<file path="config.mk">
export PLATFORM = sky130hd
export DESIGN_NAME = dram_refresh_seq
export DESIGN_NICKNAME = d
export VERILOG_FILES = /design/src/rtl/dram_ref_pkg.sv /design/src/rtl/ref_phase_ctrl.sv /design/src/rtl/ref_pacer.sv /design/src/rtl/ref_strobe_gen.sv /design/src/rtl/dram_refresh_seq.sv
export SDC_FILE = /design/constraint.sdc
export NUM_CORES = 1
export LEC_CHECK = 0
export BUFFER_PORTS_ARGS = -buffer_cell sky130_fd_sc_hd__buf_2
export CORE_MARGIN = 8
export CORE_UTILIZATION = 64
export CTS_CLUSTER_SIZE = 8
export DETAILED_ROUTE_END_ITERATION = 7
export PLACE_DENSITY = 0.83
export SYNTH_ARGS = -nofsm -noshare
export SYNTH_HDL_FRONTEND = slang
export SYNTH_SLANG_ARGS = --single-unit
</file>
<file path="constraint.sdc">
create_clock -name clk_i -period 6.4 [get_ports clk_i]
set_clock_uncertainty 0.05 [all_clocks]
set_input_delay 1.28 -clock clk_i [delete_from_list [all_inputs] [get_ports clk_i]]
set_output_delay 1.28 -clock clk_i [all_outputs]
set_load 0.01 [all_outputs]
</file>
<file path="src/rtl/dram_ref_pkg.sv">
package dram_ref_pkg;

  typedef enum logic [1:0] {
    PH_PAUSE = 2'd0,
    PH_WAKE  = 2'd1,
    PH_RUN   = 2'd2
  } ref_phase_e;

  typedef enum logic [1:0] {
    SG_IDLE   = 2'd0,
    SG_SETUP  = 2'd1,
    SG_ACTIVE = 2'd2,
    SG_PRECH  = 2'd3
  } strobe_st_e;

  // round up, never below one cycle
  function automatic int unsigned ns_to_cycles(input int unsigned ns, input int unsigned mhz);
    int unsigned c;
    c = (ns * mhz + 999) / 1000;
    return (c == 0) ? 1 : c;
  endfunction

endpackage

</file>
<file path="src/rtl/ref_phase_ctrl.sv">
module ref_phase_ctrl
  import dram_ref_pkg::*;
#(
  parameter int unsigned PAUSE_CYC = 25000,
  parameter int unsigned WAKE_N    = 8
) (
  input  logic       clk_i,
  input  logic       rst_ni,
  input  logic       done_i,
  input  logic       miss_i,
  output ref_phase_e phase_o
);

  localparam int unsigned PW = $clog2(PAUSE_CYC + 1);
  localparam int unsigned WW = $clog2(WAKE_N + 1);

  ref_phase_e    ph_q;
  logic [PW-1:0] pause_q;
  logic [WW-1:0] wake_q;

  always_ff @(posedge clk_i or negedge rst_ni) begin
    if (!rst_ni) begin
      ph_q    <= PH_PAUSE;
      pause_q <= PW'(PAUSE_CYC - 1);
      wake_q  <= WW'(WAKE_N);
    end else begin
      unique case (ph_q)
        PH_PAUSE: begin
          if (pause_q == '0) ph_q <= PH_WAKE;
          else               pause_q <= pause_q - 1'b1;
        end
        PH_WAKE: begin
          if (done_i) begin
            if (wake_q == WW'(1)) ph_q <= PH_RUN;
            wake_q <= wake_q - 1'b1;
          end
        end
        PH_RUN: begin
          // lost retention: redo the wake-up burst
          if (miss_i) begin
            ph_q   <= PH_WAKE;
            wake_q <= WW'(WAKE_N);
          end
        end
        default: ph_q <= PH_PAUSE;
      endcase
    end
  end

  assign phase_o = ph_q;

endmodule

</file>
<file path="src/rtl/ref_pacer.sv">
module ref_pacer #(
  parameter int unsigned INTERVAL_CYC = 1953,
  parameter int unsigned MAX_PEND     = 4
) (
  input  logic clk_i,
  input  logic rst_ni,
  input  logic run_i,
  input  logic done_i,
  output logic pend_o,
  output logic miss_o
);

  localparam int unsigned TW = $clog2(INTERVAL_CYC + 1);
  localparam int unsigned QW = $clog2(MAX_PEND + 1);

  logic [TW-1:0] timer_q;
  logic [QW-1:0] pend_q;
  logic          tick, full, dn;

  assign tick   = run_i && (timer_q == '0);
  assign dn     = run_i && done_i;
  assign full   = (pend_q == QW'(MAX_PEND));
  assign miss_o = tick && full && !dn;
  assign pend_o = (pend_q != '0);

  always_ff @(posedge clk_i or negedge rst_ni) begin
    if (!rst_ni) begin
      timer_q <= TW'(INTERVAL_CYC - 1);
      pend_q  <= '0;
    end else if (!run_i) begin
      timer_q <= TW'(INTERVAL_CYC - 1);
      pend_q  <= '0;
    end else begin
      timer_q <= tick ? TW'(INTERVAL_CYC - 1) : timer_q - 1'b1;
      if (tick && !dn && !full)           pend_q <= pend_q + 1'b1;
      else if (!tick && dn && pend_o)     pend_q <= pend_q - 1'b1;
    end
  end

endmodule

</file>
<file path="src/rtl/ref_strobe_gen.sv">
module ref_strobe_gen
  import dram_ref_pkg::*;
#(
  parameter int unsigned CSR_CYC      = 2,
  parameter int unsigned CHR_CYC      = 2,
  parameter int unsigned RAS_CYC      = 8,
  parameter int unsigned RP_CYC       = 5,
  parameter int unsigned ROWS         = 512,
  parameter bit          HAS_RAS_ONLY = 1'b1,
  localparam int unsigned ROW_W       = (ROWS > 1) ? $clog2(ROWS) : 1
) (
  input  logic             clk_i,
  input  logic             rst_ni,
  input  logic             go_i,
  input  logic             ras_only_i,
  output logic             busy_o,
  output logic             done_o,
  output logic             ras_n_o,
  output logic             cas_n_o,
  output logic [ROW_W-1:0] row_o
);

  localparam int unsigned MAX_AB = (CSR_CYC > RAS_CYC) ? CSR_CYC : RAS_CYC;
  localparam int unsigned MAXC   = (MAX_AB > RP_CYC) ? MAX_AB : RP_CYC;
  localparam int unsigned CNT_W  = $clog2(MAXC + 1);
  localparam int unsigned CHR_E  = (CHR_CYC > RAS_CYC) ? RAS_CYC : CHR_CYC;

  strobe_st_e       st_q;
  logic [CNT_W-1:0] cnt_q;
  logic             mode_q;
  logic             mode_sel;

  always_ff @(posedge clk_i or negedge rst_ni) begin
    if (!rst_ni) begin
      st_q   <= SG_IDLE;
      cnt_q  <= '0;
      mode_q <= 1'b0;
    end else begin
      unique case (st_q)
        SG_IDLE: if (go_i) begin
          mode_q <= mode_sel;
          if (mode_sel) begin
            st_q  <= SG_ACTIVE;
            cnt_q <= CNT_W'(RAS_CYC - 1);
          end else begin
            st_q  <= SG_SETUP;
            cnt_q <= CNT_W'(CSR_CYC - 1);
          end
        end
        SG_SETUP: begin
          if (cnt_q == '0) begin
            st_q  <= SG_ACTIVE;
            cnt_q <= CNT_W'(RAS_CYC - 1);
          end else cnt_q <= cnt_q - 1'b1;
        end
        SG_ACTIVE: begin
          if (cnt_q == '0) begin
            st_q  <= SG_PRECH;
            cnt_q <= CNT_W'(RP_CYC - 1);
          end else cnt_q <= cnt_q - 1'b1;
        end
        SG_PRECH: begin
          if (cnt_q == '0) st_q <= SG_IDLE;
          else             cnt_q <= cnt_q - 1'b1;
        end
        default: st_q <= SG_IDLE;
      endcase
    end
  end

  assign busy_o  = (st_q != SG_IDLE);
  assign done_o  = (st_q == SG_PRECH) && (cnt_q == '0);
  assign ras_n_o = (st_q != SG_ACTIVE);
  // CAS low through setup and the first CHR cycles of the RAS pulse
  assign cas_n_o = !(!mode_q && ((st_q == SG_SETUP) ||
                    ((st_q == SG_ACTIVE) && (cnt_q >= CNT_W'(RAS_CYC - CHR_E)))));

  if (HAS_RAS_ONLY) begin : g_row
    logic [ROW_W-1:0] row_q;
    always_ff @(posedge clk_i or negedge rst_ni) begin
      if (!rst_ni)               row_q <= '0;
      else if (done_o && mode_q) row_q <= (row_q == ROW_W'(ROWS - 1)) ? '0 : row_q + 1'b1;
    end
    assign row_o    = row_q;
    assign mode_sel = ras_only_i;
  end else begin : g_no_row
    assign row_o    = '0;
    assign mode_sel = ras_only_i & 1'b0;
  end

endmodule

</file>
<file path="src/rtl/dram_refresh_seq.sv">
module dram_refresh_seq
  import dram_ref_pkg::*;
#(
  parameter int unsigned CLK_MHZ        = 125,
  parameter int unsigned PAUSE_US       = 200,
  parameter int unsigned RETENTION_US   = 8000,
  parameter int unsigned ROWS           = 512,
  parameter int unsigned WAKE_REFRESHES = 8,
  parameter int unsigned MAX_PEND       = 4,
  parameter int unsigned T_CSR_NS       = 10,
  parameter int unsigned T_CHR_NS       = 10,
  parameter int unsigned T_RAS_NS       = 60,
  parameter int unsigned T_RP_NS        = 40,
  parameter bit          HAS_RAS_ONLY   = 1'b1,
  localparam int unsigned ROW_W         = (ROWS > 1) ? $clog2(ROWS) : 1
) (
  input  logic             clk_i,
  input  logic             rst_ni,
  input  logic             ras_only_i,
  input  logic             ref_gnt_i,
  output logic             ref_req_o,
  output logic             strobe_own_o,
  output logic             ready_o,
  output logic             overflow_o,
  output logic             ras_n_o,
  output logic             casl_n_o,
  output logic             cash_n_o,
  output logic [ROW_W-1:0] addr_o
);

  localparam int unsigned PAUSE_CYC    = PAUSE_US * CLK_MHZ;
  localparam int unsigned INTERVAL_CYC = RETENTION_US * CLK_MHZ / ROWS;
  localparam int unsigned CSR_CYC      = ns_to_cycles(T_CSR_NS, CLK_MHZ);
  localparam int unsigned CHR_CYC      = ns_to_cycles(T_CHR_NS, CLK_MHZ);
  localparam int unsigned RAS_CYC      = ns_to_cycles(T_RAS_NS, CLK_MHZ);
  localparam int unsigned RP_CYC       = ns_to_cycles(T_RP_NS, CLK_MHZ);

  ref_phase_e phase;
  logic       run, pend, miss, need, go, busy, done, cas_n, ovf_q;

  ref_phase_ctrl #(
    .PAUSE_CYC (PAUSE_CYC),
    .WAKE_N    (WAKE_REFRESHES)
  ) i_phase (
    .clk_i   (clk_i),
    .rst_ni  (rst_ni),
    .done_i  (done),
    .miss_i  (miss),
    .phase_o (phase)
  );

  assign run = (phase == PH_RUN);

  ref_pacer #(
    .INTERVAL_CYC (INTERVAL_CYC),
    .MAX_PEND     (MAX_PEND)
  ) i_pacer (
    .clk_i  (clk_i),
    .rst_ni (rst_ni),
    .run_i  (run),
    .done_i (done),
    .pend_o (pend),
    .miss_o (miss)
  );

  assign need = (phase == PH_WAKE) || (run && pend);
  assign go   = need && ref_gnt_i;

  ref_strobe_gen #(
    .CSR_CYC      (CSR_CYC),
    .CHR_CYC      (CHR_CYC),
    .RAS_CYC      (RAS_CYC),
    .RP_CYC       (RP_CYC),
    .ROWS         (ROWS),
    .HAS_RAS_ONLY (HAS_RAS_ONLY)
  ) i_strobe (
    .clk_i      (clk_i),
    .rst_ni     (rst_ni),
    .go_i       (go),
    .ras_only_i (ras_only_i),
    .busy_o     (busy),
    .done_o     (done),
    .ras_n_o    (ras_n_o),
    .cas_n_o    (cas_n),
    .row_o      (addr_o)
  );

  always_ff @(posedge clk_i or negedge rst_ni) begin
    if (!rst_ni)   ovf_q <= 1'b0;
    else if (miss) ovf_q <= 1'b1;
  end

  assign ref_req_o    = need || busy;
  assign strobe_own_o = busy;
  assign ready_o      = run;
  assign overflow_o   = ovf_q;
  assign casl_n_o     = cas_n;
  assign cash_n_o     = cas_n;

endmodule

</file>
==> results by stage, run 1 <==
Run status:
- The flow ran to the end, and the final reports show no timing, DRC or antenna violations.

Timing:
- The final setup violation count is 0.
- Setup slack closes at 3.31 ns.
- Setup repair after global routing left no endpoint under its margin.
- The tightest slew margin relative to the limit is 57.6%.
- The final critical path takes up 48.3% of the cycle.
- Counting I/O delays and the setup requirement, the final critical path takes 3.09 ns.
- The final hold violation count is 0.
- In the final timing run, aggregate negative setup slack is 0 ns.
- The highest attainable clock frequency is 323 MHz.
- At the pin with the least slew margin, the transition time is 0.637 ns.
- The max-slew violation total from the final report is 0.
- The tightest hold margin is 0.416 ns.

Cells and area:
- Fill cells in the final layout number 326.
- The area added between synthesis and finish is 8.57%.
- The area taken by flip-flops and latches is 1320 sq um.
- The number of nets in the layout is 352.
- The most common cell after layout, fill and taps aside is sky130_fd_sc_hd__dfrtp_1.
- The post-route netlist has 16.3% of its cells at a drive strength greater than 1.
- The top cell types in the final layout, fill and taps aside, are sky130_fd_sc_hd__dfrtp_1 (38), sky130_fd_sc_hd__nand2_1 (29), sky130_fd_sc_hd__o21ai_0 (29), sky130_fd_sc_hd__nor2_1 (28), sky130_fd_sc_hd__inv_1 (22).
- Once layout is complete, the cells apart from fillers number 383.
- The total area of multi-input combinational cells is 1490 sq um.
- The number of inserted diodes is 0.

Drt:
- In this run, the number of DRC markers left after iteration 0 of detailed routing was 83.
- After detailed routing, the number of remaining DRC violations is 0.
- For this block, wires on met1 add up to 2.47 mm.
- The sum of met3 wire segment lengths after detailed routing is 221 um.
- After detailed routing, the number of vias per cell comes to 5.84.
- In this run the remaining antenna-violating nets after routing total 0.
- Before antenna repair, the detailed router went through 4 iterations.
- The final layout contains routed wiring with a total length of 5.38 mm.
- The average wire length per cell after detail routing is 14.0 um.
- The highest metal layer carrying signal wires in the routed design is met4.
- The final route contains 2,236 vias.
- The met2 layer wire length in the routed design is 2.62 mm.

Pwr:
- The ratio of total power to cell area is 311 nW/um^2.
- In this run the static leakage power is 0.00152 uW.
- VDD sags by at most 282 uV.

Floorplan:
- In this run the core area contains 24 standard-cell rows.
- Once the floorplan was initialized, standard cells occupied 66.9% of the core.
- The core area is 4380 sq um.
- In this run the count of I/O pins placed on the die edge is 20.
- The floorplan step defined a die boundary enclosing 7010 sq um.
- From bottom edge to top edge, the die measures 83.7 um.
- The horizontal extent of the die is 83.7 um.

Worst setup path:
- STA classifies the critical path endpoint as an output port.
- Counting both buffers and inverters, the worst setup path holds a total of 2.
- On the critical path the largest part of the delay comes from adder cells.
- In this run the worst path has a maximum fanout of 18.
- On the critical path, the stage with the largest delay is an instance of sky130_fd_sc_hd__ha_1.
- The data required time at the worst endpoint is 5.07 ns.
- The largest incremental delay on the critical path is 0.54 ns.
- The startpoint type of the worst setup path is a flip-flop.
- Traced cell by cell, the critical path runs through inv_1, ha_1, o31ai_1, nand3_1, buf_2.
- Data on the critical path arrives at its endpoint at 1.76 ns.
- The critical path is of the reg2out type.

Synthesis:
- The mean area per synthesized cell is 9.43 sq um.
- Counting flops and latches in the post-synthesis netlist gives 52.
- The number of synthesis warnings is 0.
- In the synthesized netlist the async set-or-reset flop fraction comes to 100%.
- The most used flip-flop cell after synthesis is sky130_fd_sc_hd__dfrtp_1.
- The number of cells produced by synthesis is 311.
- In this run the cell area of the synthesized design comes to 2930 sq um.
- The synthesized design contains 0 enable-type register cells.
- The number of different library cells used by synthesis comes to 53.
- The sequential-to-total area share from yosys stat is 44.9%.
- The synthesized netlist net count is 333.

Placed design:
- The count of buffers added on input and output ports is 19.
- The global placement routability congestion is 0.798.
- The placement-stage worst setup slack is 3.57 ns.
- The number of cells after detailed placement is 375.
- Detailed placement ended at an HPWL of 3.89 mm.

Global routing:
- The number of antenna violations at the first check in global routing is 0.
- Entering global routing, the biggest net connects 53 pins.
- The first global-routing pass estimated 9.54 mm of wire.
- For this run the aggregate overflow at the end of global routing stands at 0.
- The via count of the first global-routing pass came to 2,175.
- The global-route total usage across every layer is 15.9%.

CTS:
- The H-tree was split into 2 levels.
- The number of buffers inserted by hold repair at cts is 0.
- TritonCTS built the clock tree.
- The cell at the root of the clock tree is sky130_fd_sc_hd__clkbuf_8.
- The total of cells resized after clock tree synthesis is 0.
- The count of buffers added by post-CTS timing repair for setup is 0.
- The clock reaches the later pin of the worst-skew pair after 0.30 ns.
- After clock tree synthesis, the clock-pin slew on the worst setup and hold paths is 0.09 ns.
- The number of buffers added by the clock tree synthesis step is 5.
- Counting every sink on the clock net gives 52.
- The deepest clock path buffer count is 2.

Flow run:
- The number of max-cap violations is 0.

Worst hold path:
- The min-delay analysis places its worst path in the category reg2reg.
==> layout make-up <==
type | count | share of cell area, %
tap | 52 | 2.04
inverter | 22 | 2.59
multi-input combinational | 228 | 46.9
clock buffer | 5 | 2.16
clock inverter | 3 | 1.45
timing repair buffer | 21 | 3.46
sequential | 52 | 41.4
==> cells by family (layout without fill, tap and decap cells) <==
kind of cell | Yosys count | in the layout | synth area share, %
multiplexers | 4 | 4 | 1.45
adder cells (fa/ha/maj) | 18 | 18 | 7.93
XOR/XNOR | 21 | 21 | 6.27
flip-flops | 52 | 52 | 44.9
AND/OR/NAND/NOR | 118 | 118 | 20.6
buffers and inverters | 31 | 51 | 4.14
AO/OA/AOI/OAI | 67 | 67 | 14.7
==> routing by layer <==
layer / GRT usage (%) / up-vias
met3: 3.22 / 9
met4: 4.24 / 0
li1: - / 1126
met1: 19.8 / 1057
met5: 0 / -
met2: 27.0 / 44
==> worst paths after layout <==
path,start,end,slack [ns],depth (start not counted)
min in group asynchronous,rst_ni,i_strobe.cnt_q[0],1.02,2
max in group asynchronous,rst_ni,i_strobe.cnt_q[3],4.85,2
setup / recovery,i_phase.phase_o[0],ref_req_o,3.31,5
hold reg to reg,i_pacer.timer_q[0],i_pacer.timer_q[0],0.42,1
setup reg to reg,i_phase.phase_o[0],i_pacer.pend_q[1],3.59,6
hold / removal,i_pacer.timer_q[0],i_pacer.timer_q[0],0.42,1
==> synth_stat cells (3+ instances only) <==
master                     number  share of area [%]
sky130_fd_sc_hd__xor2_1         9                2.7
sky130_fd_sc_hd__nor3_1        13                2.2
sky130_fd_sc_hd__and3_1         5                1.1
sky130_fd_sc_hd__nand3_1       11                1.9
sky130_fd_sc_hd__nand2b_1       3               0.64
sky130_fd_sc_hd__o21ai_0       29                4.9
sky130_fd_sc_hd__nor2_1        28                3.6
sky130_fd_sc_hd__clkbuf_1       6               0.77
sky130_fd_sc_hd__a211oi_1       3               0.77
sky130_fd_sc_hd__xnor2_1       12                3.6
sky130_fd_sc_hd__inv_1         22                2.8
sky130_fd_sc_hd__dfrtp_1       38                 32
sky130_fd_sc_hd__nor4_1         4               0.85
sky130_fd_sc_hd__o31ai_1        7                1.8
sky130_fd_sc_hd__a21oi_1       11                1.9
sky130_fd_sc_hd__ha_1          17                7.2
sky130_fd_sc_hd__nand2_1       29                3.7
sky130_fd_sc_hd__and2_1         3               0.64
sky130_fd_sc_hd__a31oi_1        3               0.64
sky130_fd_sc_hd__dfstp_2       14                 13
sky130_fd_sc_hd__nand4_1        3               0.64
==> metrics by stage <==
step                      total power (uW)  util [%]  instance area (sq um)
after floorplan                        677         -                   2930
after global placement                 750      70.0                   3070
after detailed placement               766      70.0                   3070
after CTS                              998      72.7                   3190
after global routing                  1060      72.7                   3190
final                                  991      72.7                   3190
==> registers in the layout, summed over array words and instances (netlist names) <==
signal / flops
i_pacer.pend_q: 3
i_phase.phase_o: 2
overflow_o: 1
i_phase.wake_q: 4
i_strobe.st_q: 2
i_pacer.timer_q: 11
i_strobe.row_o: 9
i_strobe.cnt_q: 4
i_strobe.mode_q: 1
i_phase.pause_q: 15
==> power by group <==
group | internal [uW] | total, uW | switching (uW)
clock | 118 | 227 | 110
combinational | 145 | 357 | 212
sequential | 368 | 406 | 38.1
No activity file was read; power rests on OpenSTA's default activity.
==> run 2, diff against run 1 <==
CORE_UTILIZATION = 60   (was 64)
PLACE_DENSITY = 0.78   (was 0.83)
clock period = 3 ns   (was 6.4 ns; I/O delays follow)
==> run 2 against run 1 <==
Net effect:
- die area rose by 5.4%
- routed wire length rose by 1.8%
- hold slack worse by 0.25 ns
- largest power group unchanged
- critical path type is now reg2reg
- critical endpoint is now i_pacer.pend_q[2]
==> results by stage, run 2 (synthesis results as in run 1) <==
Run status:
- The flow ran to the end, and the final reports show no timing, DRC or antenna violations.

CTS:
- The worst-skew pair later-pin latency came to 0.30 ns (about the same).
- The cell at the root of the clock tree is sky130_fd_sc_hd__clkbuf_8.
- The deepest clock path buffer count is 2 (unchanged).
- The total number of H-tree levels is 2 (unchanged).
- TritonCTS built the clock tree.
- The number of buffers inserted by hold repair at cts is 0 (unchanged).
- The count of clock tree sinks is 52 (unchanged).
- The number of buffers added by the clock tree synthesis step is 5 (unchanged).
- The count of buffers added by post-CTS timing repair for setup is 0 (unchanged).
- The total of cells resized after clock tree synthesis is 0 (unchanged).
- The clock input transition at the sequential cells of the worst setup and hold paths is 0.09 ns (about the same).

Floorplan:
- The area enclosed by the die boundary is 7380 sq um (+5.4%).
- The horizontal extent of the die was 85.9 um (+2.7%).
- The starting density of the core is 62.1% (-4.8 points).
- The number of ports placed on the die boundary came to 20 (unchanged).
- The site row count is 25 (+4.2%).
- The core area was 4720 sq um (+7.7%).
- The floorplan die height came to 85.9 um (+2.7%).

Cells and area:
- Relative to the synthesized area, the layout overhead comes to 9.38%.
- The total area of multi-input combinational cells is 1490 sq um (unchanged).
- Leaving out fill and tap cells, the most frequent cell in the layout is sky130_fd_sc_hd__dfrtp_1.
- The flip-flop count of the largest register, all copies and words added is 15 (unchanged).
- The number of inserted diodes came to 0 (unchanged).
- The area taken by flip-flops and latches is 1320 sq um (unchanged).
- The ratio of cells with drive above 1 in the final layout is 17.1% (+0.75 points).
- The register containing the most flip-flops in the final layout is i_phase.pause_q.
- The final instance area was 3210 sq um (+0.75%).
- The library cells used most frequently in the layout, excluding fill and tap cells, are sky130_fd_sc_hd__dfrtp_1 (38), sky130_fd_sc_hd__nand2_1 (29), sky130_fd_sc_hd__o21ai_0 (29), sky130_fd_sc_hd__nor2_1 (28), sky130_fd_sc_hd__inv_1 (22).
- The number of nets in the layout is 355 (+0.85%).
- The utilization of the core after routing is 67.9% (-4.7 points).
- The layout filler cell count is 388 (+19%).

Global routing:
- The pin count of the biggest net entering global routing was 21 (-60%).
- met2 is the most crowded layer.
- The wire length of the first global-routing pass came to 9.87 mm (+3.5%).
- The via count of the first global-routing pass is 2,270 (+4.4%).
- The met2 usage in global routing was 27.6% (+0.62 points).
- The global-route track usage on met3 came to 3.92% (+0.69 points).
- The number of antenna violations at the first check in global routing is 0 (unchanged).
- The remaining global-route overflow is 0 (unchanged).
- The global-route total usage across every layer came to 16.3% (+0.42 points).
- The met1 track demand over resource in global routing is 19.7% (about the same).

Worst setup path:
- In this run the critical register-to-register path is launched from i_strobe.cnt_q[0].
- The launching instance or port of the critical path is i_strobe.cnt_q[0].
- The critical setup path kind is reg2reg.
- The count of cells along the worst register-to-register path came to 8 (+2).
- Walking the worst path, the cells encountered are inv_1, ha_1, nor4bb_1, a211oi_1, fa_1, or4_1, nand4_1, o21ai_0.
- The worst setup slack for register-to-register paths came to 0.46 ns (-3.13 ns).
- The signal arrival time at the worst endpoint came to 2.68 ns (+0.92 ns).
- Among all stages on the critical path, the largest delay is contributed by sky130_fd_sc_hd__or4_1.
- The worst setup path is launched from a flip-flop.
- The worst-path maximum fanout is 5 (-13).
- The largest incremental delay on the critical path is 0.52 ns (-0.02 ns).
- The end of the worst register-to-register path is i_pacer.pend_q[2].
- The worst setup path is captured at a flip-flop.
- The data required time at the worst endpoint came to 3.14 ns (-1.93 ns).

Pwr:
- The peak ir drop on the vdd network is 545 uV (+93%).
- The leakage power was 0.00152 uW (+0.20%).
- The ratio of total power to cell area is 637 nW/um^2 (+100%).
- The overall power after layout is 2050 uW (+110%).

Drt:
- The vias per cell came to 5.60 (-4.1%).
- The post-detailed-route DRC marker count came to 0 (unchanged).
- The average wire length per cell after detail routing is 13.7 um (-2.7%).
- The initial DRC count was 91 (+9.6%).
- The number of detailed-route iterations in the first pass is 4 (unchanged).
- The number of nets with antenna violations after detailed routing is 0 (unchanged).
- The sum of routed wire length over all layers is 5.47 mm (+1.8%).
- The routed via count is 2,245 (+0.40%).

Timing:
- The final critical-path share of the clock period is 84.8%.
- The final setup violation count was 0 (unchanged).
- The tightest slew margin relative to the limit is 61.9% (+4.3 points).
- Static timing analysis puts the maximum clock frequency at 393 MHz.
- The max-slew violation total from the final report came to 0 (unchanged).
- The final total negative setup slack is 0 ns (unchanged).
- The shortest clock period the worst path allows after layout is 2.54 ns.
- The slew at the pin closest to its max-slew limit is 0.566 ns (-0.0703 ns).
- Setup repair after global routing left no endpoint under its margin.
- The final hold violation count came to 0 (unchanged).

Placed design:
- The global placement routability congestion came to 0.878 (+10%).
- The detailed-placement wirelength estimate is 4.04 mm (+3.8%).
- The count of input and output buffers is 19 (unchanged).
- The placed instance area is 3110 sq um (+1.3%).

Worst hold path:
- The kind of path behind the tightest hold check is in2async.

Flow run:
- The number of max-cap violations is 0 (unchanged).
run 2: cell types whose count changed in the layout (fill, tap and decap cells not counted):
cell / delta
sky130_fd_sc_hd__buf_4: +3
sky130_fd_sc_hd__bufinv_16: -1
sky130_fd_sc_hd__clkbuf_8: +1
sky130_fd_sc_hd__clkinvlp_4: +1
sky130_fd_sc_hd__inv_6: -1
run 2: metal layers:
layer | vias up | wire [um]
met2 | 39 | 2630
met5 | - | 0
li1 | 1129 | -
met4 | 0 | 61
met1 | 1071 | 2600
met3 | 6 | 187
run 2: worst max path at each step:
| stage | to | slack [ns] | depth (start not counted) |
|---|---|---|---|
| after floorplan | i_pacer.pend_q[2] | 0.43 | 9 |
| after global placement | i_pacer.pend_q[2] | 0.51 | 8 |
| after detailed placement | i_pacer.pend_q[2] | 0.47 | 8 |
| after CTS | i_pacer.pend_q[2] | 0.45 | 8 |
| after global routing | i_pacer.pend_q[2] | 0.29 | 8 |
| final | i_pacer.pend_q[2] | 0.46 | 8 |
run 2: where the power goes:
| part | internal, uW | leakage, uW | switching (uW) |
|---|---|---|---|
| Combinational | 307 | 0.000823 | 453 |
| Sequential | 786 | 0.000655 | 82.1 |
| Clock | 187 | 0.0000434 | 230 |
| Total | 1280 | 0.00152 | 766 |
run 2: metrics by stage:
| stage | instances | worst slack, ns | hold WS [ns] |
|---|---|---|---|
| after floorplan | 311 | 0.432 | 0.254 |
| after global placement | 393 | 0.511 | 0.393 |
| after detailed placement | 393 | 0.471 | 0.400 |
| after CTS | 401 | 0.449 | 0.174 |
| after global routing | 401 | 0.286 | 0.183 |
| final | 401 | 0.455 | 0.162 |
run 2: area by class of cell:
| cell class | instances | area share, % |
|---|---|---|
| flip-flops and latches | 52 | 41.1 |
| multi-input cells | 228 | 46.5 |
| well taps | 67 | 2.61 |
| clock inverters | 2 | 0.468 |
| repair buffers | 24 | 4.13 |
| inverters | 22 | 2.57 |
| clock buffers | 6 | 2.57 |
run 2: worst max-delay path: cells and delay by family, from the launching register on:
family / cells / cell delay [ns]
AOI/OAI and AO/OA: 2 / 0.18
adders and majority gates: 2 / 0.66
buffers and inverters: 1 / 0.10
DFF: 1 / 0.40
and+or+nand+nor: 3 / 1.02
